`src/rtl/lpinit_pkg.sv`:
```
package lpinit_pkg;

  typedef enum logic [3:0] {
    ST_IDLE,
    ST_WSUP,
    ST_RHOLD,
    ST_CSPRE,
    ST_CSHOLD,
    ST_CKSTAB,
    ST_NOP,
    ST_MRWAIT,
    ST_MRW,
    ST_MRR,
    ST_ZQ,
    ST_ZQWAIT,
    ST_DONE,
    ST_ERR
  } seq_st_e;

  // Delay in ps to whole cycles, rounded up, never below one.
  function automatic longint unsigned ps2cyc(input longint unsigned dly_ps,
                                             input longint unsigned per_ps);
    longint unsigned q;
    q = (dly_ps + per_ps - 1) / per_ps;
    return (q == 0) ? 64'd1 : q;
  endfunction

  function automatic longint unsigned max64(input longint unsigned a,
                                            input longint unsigned b);
    return (a > b) ? a : b;
  endfunction

endpackage

```
`src/rtl/lpinit_rstsync.sv`:
```
module lpinit_rstsync (
  input  logic clk,
  input  logic rst_n,
  output logic rst_sync_n
);
  logic [1:0] sync_q;

  always_ff @(posedge clk or negedge rst_n) begin
    if (!rst_n) begin
      sync_q <= 2'b00;
    end else begin
      sync_q <= {sync_q[0], 1'b1};
    end
  end

  assign rst_sync_n = sync_q[1];
endmodule

```
`src/rtl/lpinit_timer.sv`:
```
module lpinit_timer #(
  parameter int TW = 8
) (
  input  logic          clk,
  input  logic          rst_n,
  input  logic          ld_i,
  input  logic [TW-1:0] ld_val_i,
  output logic          zero_o
);
  logic [TW-1:0] cnt_q;
  logic [TW-1:0] cnt_d;
  logic          cnt_en;

  always_comb begin
    cnt_en = 1'b0;
    cnt_d  = cnt_q;
    if (ld_i) begin
      cnt_en = 1'b1;
      cnt_d  = ld_val_i;
    end else if (cnt_q != '0) begin
      cnt_en = 1'b1;
      cnt_d  = cnt_q - 1'b1;
    end
  end

  always_ff @(posedge clk or negedge rst_n) begin
    if (!rst_n) begin
      cnt_q <= '0;
    end else if (cnt_en) begin
      cnt_q <= cnt_d;
    end
  end

  assign zero_o = (cnt_q == '0);
endmodule

```
`src/rtl/lpinit_fsm.sv`:
```
module lpinit_fsm
  import lpinit_pkg::*;
#(
  parameter int            TW       = 8,
  parameter int            MAX_CH   = 2,
  parameter int            CW       = 2,
  parameter logic [TW-1:0] D_RST    = '0,
  parameter logic [TW-1:0] D_CSPRE  = '0,
  parameter logic [TW-1:0] D_CSHOLD = '0,
  parameter logic [TW-1:0] D_CKSTAB = '0,
  parameter logic [TW-1:0] D_MRWAIT = '0,
  parameter logic [TW-1:0] D_ZQWAIT = '0,
  parameter logic [TW-1:0] D_CMD    = '0
) (
  input  logic              clk,
  input  logic              rst_n,
  input  logic              start_i,
  input  logic              supply_ok_i,
  input  logic [CW-1:0]     ch_cnt_i,
  input  logic              tmr_zero_i,
  output seq_st_e           st_o,
  output logic              tmr_ld_o,
  output logic [TW-1:0]     tmr_val_o,
  output logic [MAX_CH-1:0] mask_o
);
  seq_st_e           st_q, st_d;
  logic [MAX_CH-1:0] mask_q, mask_d;
  logic              mask_en;
  logic              cnt_ok;

  // Last cycle index (duration minus one) of each timed phase.
  function automatic logic [TW-1:0] last_idx(input seq_st_e s);
    case (s)
      ST_RHOLD:                 return D_RST;
      ST_CSPRE:                 return D_CSPRE;
      ST_CSHOLD:                return D_CSHOLD;
      ST_CKSTAB:                return D_CKSTAB;
      ST_MRWAIT:                return D_MRWAIT;
      ST_ZQWAIT:                return D_ZQWAIT;
      ST_NOP, ST_MRW, ST_MRR,
      ST_ZQ:                    return D_CMD;
      default:                  return '0;
    endcase
  endfunction

  function automatic seq_st_e succ(input seq_st_e s);
    case (s)
      ST_RHOLD:  return ST_CSPRE;
      ST_CSPRE:  return ST_CSHOLD;
      ST_CSHOLD: return ST_CKSTAB;
      ST_CKSTAB: return ST_NOP;
      ST_NOP:    return ST_MRWAIT;
      ST_MRWAIT: return ST_MRW;
      ST_MRW:    return ST_MRR;
      ST_MRR:    return ST_ZQ;
      ST_ZQ:     return ST_ZQWAIT;
      default:   return ST_DONE;
    endcase
  endfunction

  assign cnt_ok = (int'(ch_cnt_i) >= 1) && (int'(ch_cnt_i) <= MAX_CH);

  always_comb begin
    for (int i = 0; i < MAX_CH; i++) begin
      mask_d[i] = (int'(ch_cnt_i) > i);
    end
  end

  always_comb begin
    st_d    = st_q;
    mask_en = 1'b0;
    case (st_q)
      ST_IDLE, ST_DONE, ST_ERR: begin
        if (start_i) begin
          if (cnt_ok) begin
            st_d    = ST_WSUP;
            mask_en = 1'b1;
          end else begin
            st_d    = ST_ERR;
          end
        end
      end
      ST_WSUP: begin
        if (supply_ok_i) begin
          st_d = ST_RHOLD;
        end
      end
      default: begin
        if (tmr_zero_i) begin
          st_d = succ(st_q);
        end
      end
    endcase
  end

  assign tmr_ld_o  = (st_d != st_q) && (last_idx(st_d) != '0 ||
                     st_d inside {ST_RHOLD, ST_CSPRE, ST_CSHOLD, ST_CKSTAB,
                                  ST_NOP, ST_MRWAIT, ST_MRW, ST_MRR, ST_ZQ,
                                  ST_ZQWAIT});
  assign tmr_val_o = last_idx(st_d);

  always_ff @(posedge clk or negedge rst_n) begin
    if (!rst_n) begin
      st_q <= ST_IDLE;
    end else begin
      st_q <= st_d;
    end
  end

  always_ff @(posedge clk or negedge rst_n) begin
    if (!rst_n) begin
      mask_q <= '0;
    end else if (mask_en) begin
      mask_q <= mask_d;
    end
  end

  assign st_o   = st_q;
  assign mask_o = mask_q;
endmodule

```
`src/rtl/lpinit_chdrv.sv`:
```
module lpinit_chdrv #(
  parameter int CA_W = 4
) (
  input  logic            en_i,
  input  logic            cs_act_i,
  input  logic [CA_W-1:0] ca_val_i,
  input  logic            ck_run_i,
  input  logic            wck_run_i,
  output logic            cs_o,
  output logic [CA_W-1:0] ca_o,
  output logic            ck_en_o,
  output logic            wck_en_o,
  output logic            dq_oe_o
);
  assign cs_o     = en_i & cs_act_i;
  assign ca_o     = (en_i && cs_act_i) ? ca_val_i : '0;
  assign ck_en_o  = en_i & ck_run_i;
  assign wck_en_o = en_i & wck_run_i;
  assign dq_oe_o  = 1'b0;
endmodule

```
`src/rtl/lpinit_seq.sv`:
```
module lpinit_seq
  import lpinit_pkg::*;
#(
  parameter int              MAX_CH        = 2,
  parameter int              CA_W          = 4,
  parameter longint unsigned CLK_PERIOD_PS = 5000,
  parameter longint unsigned T_RST_PS      = 200_000_000,
  parameter longint unsigned T_CSPRE_PS    = 10_000,
  parameter longint unsigned T_CSHOLD_PS   = 64'd4_000_000_000,
  parameter longint unsigned CK_STABLE_CYC = 5,
  parameter longint unsigned T_MRWAIT_PS   = 2_000_000,
  parameter longint unsigned T_ZQ_PS       = 30_000,
  parameter longint unsigned ZQ_MIN_CK     = 4,
  parameter longint unsigned CMD_CYC       = 2,
  parameter logic [CA_W-1:0] CA_NOP        = 4'h1,
  parameter logic [CA_W-1:0] CA_MRW        = 4'h2,
  parameter logic [CA_W-1:0] CA_MRR        = 4'h3,
  parameter logic [CA_W-1:0] CA_ZQ         = 4'h4
) (
  input  logic                     clk,
  input  logic                     rst_n,
  input  logic                     start_i,
  input  logic                     supply_ok_i,
  input  logic [$clog2(MAX_CH+1)-1:0] ch_cnt_i,
  output logic                     mem_reset_n_o,
  output logic [MAX_CH-1:0]        cs_o,
  output logic [MAX_CH*CA_W-1:0]   ca_o,
  output logic [MAX_CH-1:0]        ck_en_o,
  output logic [MAX_CH-1:0]        wck_en_o,
  output logic [MAX_CH-1:0]        dq_oe_o,
  output logic                     busy_o,
  output logic                     done_o,
  output logic                     err_o
);
  localparam int CW = $clog2(MAX_CH + 1);

  localparam longint unsigned N_RST    = ps2cyc(T_RST_PS, CLK_PERIOD_PS);
  localparam longint unsigned N_CSPRE  = ps2cyc(T_CSPRE_PS, CLK_PERIOD_PS);
  localparam longint unsigned N_CSHOLD = ps2cyc(T_CSHOLD_PS, CLK_PERIOD_PS);
  localparam longint unsigned N_CKSTAB = max64(CK_STABLE_CYC, 64'd1);
  localparam longint unsigned N_MRWAIT = ps2cyc(T_MRWAIT_PS, CLK_PERIOD_PS);
  localparam longint unsigned N_ZQWAIT = max64(ps2cyc(T_ZQ_PS, CLK_PERIOD_PS),
                                               max64(ZQ_MIN_CK, 64'd1));
  localparam longint unsigned N_CMD    = max64(CMD_CYC, 64'd1) + 64'd1;
  localparam longint unsigned N_MAX    =
    max64(max64(max64(N_RST, N_CSPRE), max64(N_CSHOLD, N_CKSTAB)),
          max64(max64(N_MRWAIT, N_ZQWAIT), N_CMD));
  localparam int TW = $clog2(N_MAX + 1);

  logic          rst_sync_n;
  seq_st_e       st;
  logic          tmr_ld;
  logic [TW-1:0] tmr_val;
  logic          tmr_zero;
  logic [MAX_CH-1:0] mask;

  logic            rst_lvl;
  logic            ck_run;
  logic            wck_run;
  logic            cs_act;
  logic [CA_W-1:0] ca_val;

  lpinit_rstsync u_rstsync (
    .clk        (clk),
    .rst_n      (rst_n),
    .rst_sync_n (rst_sync_n)
  );

  lpinit_timer #(.TW(TW)) u_timer (
    .clk      (clk),
    .rst_n    (rst_sync_n),
    .ld_i     (tmr_ld),
    .ld_val_i (tmr_val),
    .zero_o   (tmr_zero)
  );

  lpinit_fsm #(
    .TW       (TW),
    .MAX_CH   (MAX_CH),
    .CW       (CW),
    .D_RST    (TW'(N_RST - 1)),
    .D_CSPRE  (TW'(N_CSPRE - 1)),
    .D_CSHOLD (TW'(N_CSHOLD - 1)),
    .D_CKSTAB (TW'(N_CKSTAB - 1)),
    .D_MRWAIT (TW'(N_MRWAIT - 1)),
    .D_ZQWAIT (TW'(N_ZQWAIT - 1)),
    .D_CMD    (TW'(N_CMD - 1))
  ) u_fsm (
    .clk         (clk),
    .rst_n       (rst_sync_n),
    .start_i     (start_i),
    .supply_ok_i (supply_ok_i),
    .ch_cnt_i    (ch_cnt_i),
    .tmr_zero_i  (tmr_zero),
    .st_o        (st),
    .tmr_ld_o    (tmr_ld),
    .tmr_val_o   (tmr_val),
    .mask_o      (mask)
  );

  // Phase decode: the last cycle of every command phase is a CS-low gap.
  always_comb begin
    rst_lvl = st inside {ST_CSHOLD, ST_CKSTAB, ST_NOP, ST_MRWAIT, ST_MRW,
                         ST_MRR, ST_ZQ, ST_ZQWAIT, ST_DONE};
    ck_run  = rst_lvl;
    wck_run = (st == ST_DONE);
    cs_act  = (st inside {ST_NOP, ST_MRW, ST_MRR, ST_ZQ}) && !tmr_zero;
    case (st)
      ST_NOP:  ca_val = CA_NOP;
      ST_MRW:  ca_val = CA_MRW;
      ST_MRR:  ca_val = CA_MRR;
      ST_ZQ:   ca_val = CA_ZQ;
      default: ca_val = '0;
    endcase
  end

  for (genvar g = 0; g < MAX_CH; g++) begin : g_ch
    lpinit_chdrv #(.CA_W(CA_W)) u_drv (
      .en_i      (mask[g]),
      .cs_act_i  (cs_act),
      .ca_val_i  (ca_val),
      .ck_run_i  (ck_run),
      .wck_run_i (wck_run),
      .cs_o      (cs_o[g]),
      .ca_o      (ca_o[g*CA_W +: CA_W]),
      .ck_en_o   (ck_en_o[g]),
      .wck_en_o  (wck_en_o[g]),
      .dq_oe_o   (dq_oe_o[g])
    );
  end

  assign mem_reset_n_o = rst_lvl;
  assign busy_o        = !(st inside {ST_IDLE, ST_DONE, ST_ERR});
  assign done_o        = (st == ST_DONE);
  assign err_o         = (st == ST_ERR);
endmodule

```
`config.mk`:
```
export PLATFORM = sky130hd
export DESIGN_NAME = lpinit_seq
export DESIGN_NICKNAME = d
export VERILOG_FILES = /design/src/rtl/lpinit_pkg.sv /design/src/rtl/lpinit_rstsync.sv /design/src/rtl/lpinit_timer.sv /design/src/rtl/lpinit_fsm.sv /design/src/rtl/lpinit_chdrv.sv /design/src/rtl/lpinit_seq.sv
export SDC_FILE = /design/constraint.sdc
export NUM_CORES = 1
export LEC_CHECK = 0
export BUFFER_PORTS_ARGS = -buffer_cell sky130_fd_sc_hd__clkbuf_2
export CAP_MARGIN = 10
export CORE_MARGIN = 10
export CORE_UTILIZATION = 40
export CTS_CLUSTER_SIZE = 14
export DETAILED_ROUTE_END_ITERATION = 10
export PLACE_DENSITY = 0.66
export SYNTH_ARGS = -nofsm -noshare
export SYNTH_HDL_FRONTEND = slang
export SYNTH_SLANG_ARGS = --single-unit
```
`constraint.sdc`:
```
create_clock -name clk -period 5 [get_ports clk]
set_input_delay 1 -clock clk [delete_from_list [all_inputs] [get_ports clk]]
set_output_delay 1 -clock clk [all_outputs]
set_load 0.01 [all_outputs]
```
### Yosys cells after proc, flatten, opt, wreduce, memory -nomap -nowiden

Memories as Yosys holds them, arrays and structs flattened.
Index checks and enable logic that the tools add are counted.

| cells by class | value |
|---|---|
| bitwise logic cells | 6 |
| mux-type cells | 15 |
| equal/unequal tests | 22 |
| order comparisons | 4 |
| reductions and logical operators | 19 |
| $add $sub $neg | 1 |

Operator list:

| cell | number |
|---|---|
| == test 4 bit (second input constant) | 10 |
| 2-to-1 mux 20 bit | 2 |
| nonzero test 20 bit | 2 |
| == test 4 x 3 -> 1 bit (second input constant) | 8 |
| logical NOT 20 bit | 1 |
| subtractor 20 x 1 -> 20 bit (second input constant) | 1 |
| 2-to-1 mux 4 bit | 4 |
| case mux 3 bit (4 select lines) | 1 |
| nonzero test 10 bit | 1 |
| nonzero test 9 bit | 1 |
| == test 4 x 2 -> 1 bit (second input constant) | 2 |
| case mux 4 bit (2 select lines) | 1 |
| bitwise AND 1 bit | 6 |
| 2-to-1 mux 3 bit | 2 |
| logical AND 1 bit | 5 |
| 2-to-1 mux 1 bit | 5 |
| == test 4 x 1 -> 1 bit (second input constant) | 1 |
| greater-than comparator 2 x 1 -> 1 bit (second input constant) | 2 |
| logical NOT 4 bit | 1 |
| inequality test 4 bit | 1 |
| nonzero test 4 bit | 1 |
| nonzero test 3 bit | 1 |
| OR reduction 3 bit | 1 |
| >= comparator 2 x 1 -> 1 bit (second input constant) | 1 |
| other kinds (5) | 6 |

| word-level totals | value |
|---|---|
| bits in registers | 28 |
| ROM bits | 576 |
| memories | 3 |
| output and inout port bits | 20 |

Memories:

| name | words | width | rd ports | clocked after Yosys merged registers in | write ports | RTL line | text |
|---|---|---|---|---|---|---|---|
| (no name shown) | 16 | 16 | 1 | 0 | 0 | lpinit_fsm.sv:33 | `case (s)` |
| (no name shown) | 16 | 16 | 1 | 0 | 0 | lpinit_fsm.sv:33 |  |
| (no name shown) | 16 | 4 | 1 | 0 | 0 | lpinit_fsm.sv:47 | `case (s)` |

### Logic depth before layout (Yosys ltp)

| depth | value |
|---|---|
| word-level depth | 11 |
| gate-level depth with buffers | 17 |
| mapped depth without buffers | 15 |

### By module

Synthesis repeated with hierarchy kept, for this count alone.

| unflattened totals | value |
|---|---|
| cell total of the unflattened synthesis | 305 |
| area, all modules | 2656.3 sq um |

By module, submodules not included:

| module | times used | area an instance (sq um) | cells an instance | sequential area each (sq um) |
|---|---|---|---|---|
| lpinit_timer | 1 | 1260.0 | 131 | 500.5 |
| lpinit_fsm | 1 | 1127.3 | 135 | 150.1 |
| lpinit_chdrv | 2 | 58.8 | 9 | 0.0 |
| lpinit_seq | 1 | 97.6 | 18 | 0.0 |
| lpinit_rstsync | 1 | 53.8 | 3 | 50.0 |

### Least setup slack after synthesis

OpenSTA, ideal clock, no wires.

| timing | value |
|---|---|
| path type | flip-flop to flip-flop |
| from | register u_fsm.st_q[0], in the netlist u_fsm.st_o[0] |
| to | register u_timer.cnt_q[2] |
| cell stages (with the launch flop) | 14 |
| slack | 1.620 ns |
| setup time | 0.122 ns |
| arrival | 3.259 ns |
| data required time | 4.878 ns |
| buffers on the path | 0 |
| clock period less this slack | 3.380 ns |
| path through | dfrtp_1 -> inv_1 -> ha_1 -> or2_4 -> a22oi_4 -> nor2b_1 -> a211oi_4 -> ha_1 -> inv_1 -> nand3_1 -> and4bb_1 -> a2111oi_0 -> o31ai_1 -> a32o_1 |

| between the ends | value |
|---|---|
| word-level cells in the longest chain between the ends | 9 |
| elaborated cells on any way between the ends | 31 |
| those cells by class | eq/ne (14); mux (6); reduce/logical (8); memory (3) |

RTL lines:

| element | RTL line | text |
|---|---|---|
| start: declaration | lpinit_fsm.sv:26 | `seq_st_e st_q, st_d;` |
| start signal: assignment | lpinit_fsm.sv:106 | `st_q <= st_d;` |
| memory (16 x 4 bit) (tied with other cells) | - |  |
| 2-to-1 mux 4 bit / OR reduction 3 bit (equally long branches) | - |  |
| case mux 4 bit (2 select lines) (*) | lpinit_fsm.sv:72 | `case (st_q)` |
| net u_fsm.st_d[1] | lpinit_fsm.sv:26 |  |
| memory (16 x 16 bit) (tied with other cells) | - |  |
| nonzero test 20 bit / nonzero test 10 bit (equally long branches) | lpinit_fsm.sv:96, lpinit_fsm.sv:97 |  |
| logical OR 1 bit | lpinit_fsm.sv:97 | `st_d inside {ST_RHOLD, ST_CSPRE, ST_CSHOLD, ST_CKSTAB,` |
| logical AND 1 bit | lpinit_fsm.sv:96 | `assign tmr_ld_o = (st_d != st_q) && (last_idx(st_d) != '0 \|\|` |
| nonzero test 2 bit (no source line) / 2-to-1 mux 1 bit (equally long branches) | - |  |
| AND reduction 2 bit (no source line) | - |  |
| end signal: assignment | lpinit_timer.sv:30 | `cnt_q <= cnt_d;` |
| end: declaration | lpinit_timer.sv:10 | `logic [TW-1:0] cnt_q;` |

Mark *: on every way through the listed nets, which the timed path passes. The rest lies on a longest branch.
A chain may end at the register's enable or synchronous reset.

### Worst setup path in the final report

| timing | value |
|---|---|
| from | register u_fsm.st_q[0], in the netlist u_fsm.st_o[0] |
| to | register u_timer.cnt_q[12] |

The elaborated chain is that of the path after synthesis.

==> results by group <==
Status
  – Status: completed

Setup path
  – Critical path launch point type: flop
  – Worst path required time: 5.19 ns
  – Crit path kind: reg2reg
  – Crit path arrival time: slightly above 4 ns
  – Max stage delay on crit path: around 0.56 ns
  – Crit path max fanout: 24
  – Slowest-stage cell, CP: a31oi_4
  – CP Cell Sequence: inv_1 > ha_1 > or2_4 > a22oi_4 > nor2b_1 > a211oi_4 > ha_1 > inv_1 > nand3_1 > o31ai_4 > a31oi_4 > nand3_1 > o31ai_1
  – CP endpoint kind: flop

STA
  – Final Cycle Share: 0.785
  – Fmax: ~250 MHz
  – Slew HR: 0.551
  – TNS Setup: 0 ns
  – Final setup fails: 0
  – Worst Skew: roughly 0.0018 ns
  – Worst Max-Slew Pin Slew: a little under 0.7 ns
  – RSZ-0062 raised after global routing: false
  – Tmin final: between 3 and 4 ns
  – Final Hold Vio Count: 0
  – Max Slew Vio Count: 0

GRT
  – Gr ovfl total: 0
  – First-pass GRT wire length: just over 10000 µm
  – Vias in the first global route: between 2000 and 2500
  – Pin count of the biggest net entering global routing: 27
  – GRT Util Overall: 0.121
  – Antenna violations before repair: 0

Floorplan
  – Die span in x: around 100 µm
  – Initial core utilization: 0.421
  – Die ar.: between 9000 and 10000 µm²
  – # IOs: 26
  – Die Ht: approximately 100 µm
  – Site Rows: 28
  – CORE AREA: approximately 6000 µm²

Drt
  – Drt first-iter violations: about 230
  – Via density: roughly 5.7
  – DRC Markers: 0
  – Routed vias: between 2000 and 2500
  – Drt total wl: 6040 µm
  – Routed len/inst: 16.1 µm
  – Initial DRT Pass Iterations: 5
  – Antenna-violating nets left: 0

Yosys
  – Synth async-reset ratio: 1.00
  – Syn Inst Count: around 290
  – Yosys cell types: 65
  – Synth warnings: 0
  – Yosys reg bits: 28
  – Synth Area per Inst: 8.80 µm²
  – Post-synth top flop: dfrtp_1
  – Number of flops mapped to enable cells by yosys: 0
  – Sequential share of the synthesized area: 0.276
  – Syn Std Cell Area: approximately 2500 µm²

Place
  – Detail Placement HPWL: around 4600 µm
  – Port bufs: 21
  – Routability-driven placement congestion ratio: 0.888

Finish
  – Diode count: 0
  – Layout fillers: 600
  – Share of post-route cells with drive strength above 1: 0.167
  – Most frequent cells in the layout: nor2_1 (29), dfrtp_1 (28), clkbuf_2 (21)
  – Commonest non-fill, non-tap cell in the layout: nor2_1
  – Area growth, synth to finish: 6.17%
  – Nets: about 320

CTS
  – CTS Buf Count: 3
  – H-tree Lvls: 1
  – CTS tree: done
  – Cts repair resizes: 0
  – Post-CTS setup buffer count: 0
  – Skew-Pair Late Insertion Delay: approximately 0.27 ns
  – Clock sink count: 28
  – Clock Tree Root: clkbuf_8
  – Max Root-Sink Buffers: 2
  – Clock-pin slew on the worst setup and hold paths: about 0.1 ns
  – Post-cts hold buffer count: 0

Flow run
  – Max Cap Viol: 0

Worst hold path
  – Worst hold path class: reg2async
-- path summary, 6_finish.rpt --
kind                                          start             endpoint  slack [ns]  cells after the start
max in group asynchronous                     rst_n  u_rstsync.sync_q[0]        4.42                      1
worst max register to register        u_fsm.st_o[0]    u_timer.cnt_q[12]        1.07                     13
worst max-delay path                  u_fsm.st_o[0]    u_timer.cnt_q[12]        1.07                     13
worst min-delay path            u_rstsync.sync_q[1]     u_timer.cnt_q[7]        0.13                      0
min in group clk                u_rstsync.sync_q[0]  u_rstsync.sync_q[1]        0.36                      0
worst min register to register  u_rstsync.sync_q[1]     u_timer.cnt_q[7]        0.13                      0
-- registers in the layout (all words and copies together) (netlist names) --
register	flops
u_fsm.mask_o	2
u_fsm.st_o	4
u_rstsync.sync_q	2
u_timer.cnt_q	20
-- metrics by stage --
stage	cells	area [µm²]	util	worst slack, ns	hold slack (ns)
2_1_floorplan	291	2550	-	1.62	0.331
3_3_place_gp	369	2610	0.433	1.23	0.335
3_5_place_dp	369	2610	0.433	1.13	0.340
4_1_cts	373	2660	0.442	1.11	0.364
5_1_grt	374	2690	0.447	0.682	0.156
6_report	374	2690	0.447	1.07	0.134
-- cells in the mapped netlist, types with 2 or more instances --
cell type | count | area (µm²)
or3_1 | 2 | 12.5
nand4_1 | 2 | 12.5
inv_1 | 15 | 56.3
buf_6 | 3 | 33.8
mux2i_1 | 5 | 50.1
buf_4 | 12 | 90.1
conb_1 | 2 | 7.51
nand3_1 | 12 | 60.1
dfrtp_1 | 28 | 701
nor2_1 | 29 | 109
nor3_1 | 12 | 60.1
a211oi_1 | 4 | 30.0
nand2_1 | 18 | 67.6
o21ai_0 | 12 | 60.1
a32o_1 | 4 | 40.0
a31o_2 | 3 | 26.3
xor2_1 | 10 | 87.6
and2_1 | 7 | 43.8
clkbuf_1 | 2 | 7.51
o31ai_1 | 10 | 75.1
nor4_2 | 2 | 25.0
a32oi_1 | 2 | 17.5
a21oi_1 | 4 | 20.0
nor2b_1 | 5 | 31.3
nor2_2 | 3 | 18.8
xnor2_1 | 8 | 70.1
nand2b_1 | 3 | 18.8
a31oi_1 | 3 | 18.8
and4_1 | 2 | 17.5
nor4_1 | 6 | 37.5
or4_1 | 3 | 22.5
o21a_1 | 3 | 22.5
ha_1 | 13 | 163
and3_1 | 3 | 18.8
o2bb2ai_1 | 2 | 17.5
nor3b_1 | 3 | 22.5
nor4_4 | 3 | 63.8
-- layer usage --
metal	track usage	up-vias	part of all wire
met1	0.159	1024	0.45
li1	-	1059	-
met5	0	-	0
met2	0.199	50	0.49
met3	0.0194	10	0.043
met4	0.0320	0	0.015
-- final cells by class --
cell class	count	area, µm²	area share
well taps	75	93.8	0.0349
flip-flops and latches	28	701	0.260
clock buffers	4	55.1	0.0205
inverters	17	66.3	0.0246
multi-input cells	228	1640	0.610
repair buffers	22	133	0.0493
-- cell families after synthesis --
family                     synth area share
and+or+nand+nor                       0.284
xor gates and xnor gates             0.0622
adders and majority gates            0.0642
muxes                                0.0242
AOI/OAI and AO/OA                     0.206
buffers and inverters                0.0800
other                               0.00296
DFF                                   0.276
-- worst max-delay path: cells and delay by family (launching register included) --
kind	cells	cell delay, ns
and+or+nand+nor	4	0.93
adders and majority gates	2	0.60
AOI/OAI and AO/OA	5	1.57
buffers and inverters	2	0.25
DFF	1	0.50
Power is left out: the tool's default activity adds up to more than one toggle a clock period on the data nets, which glitch-free logic cannot reach.
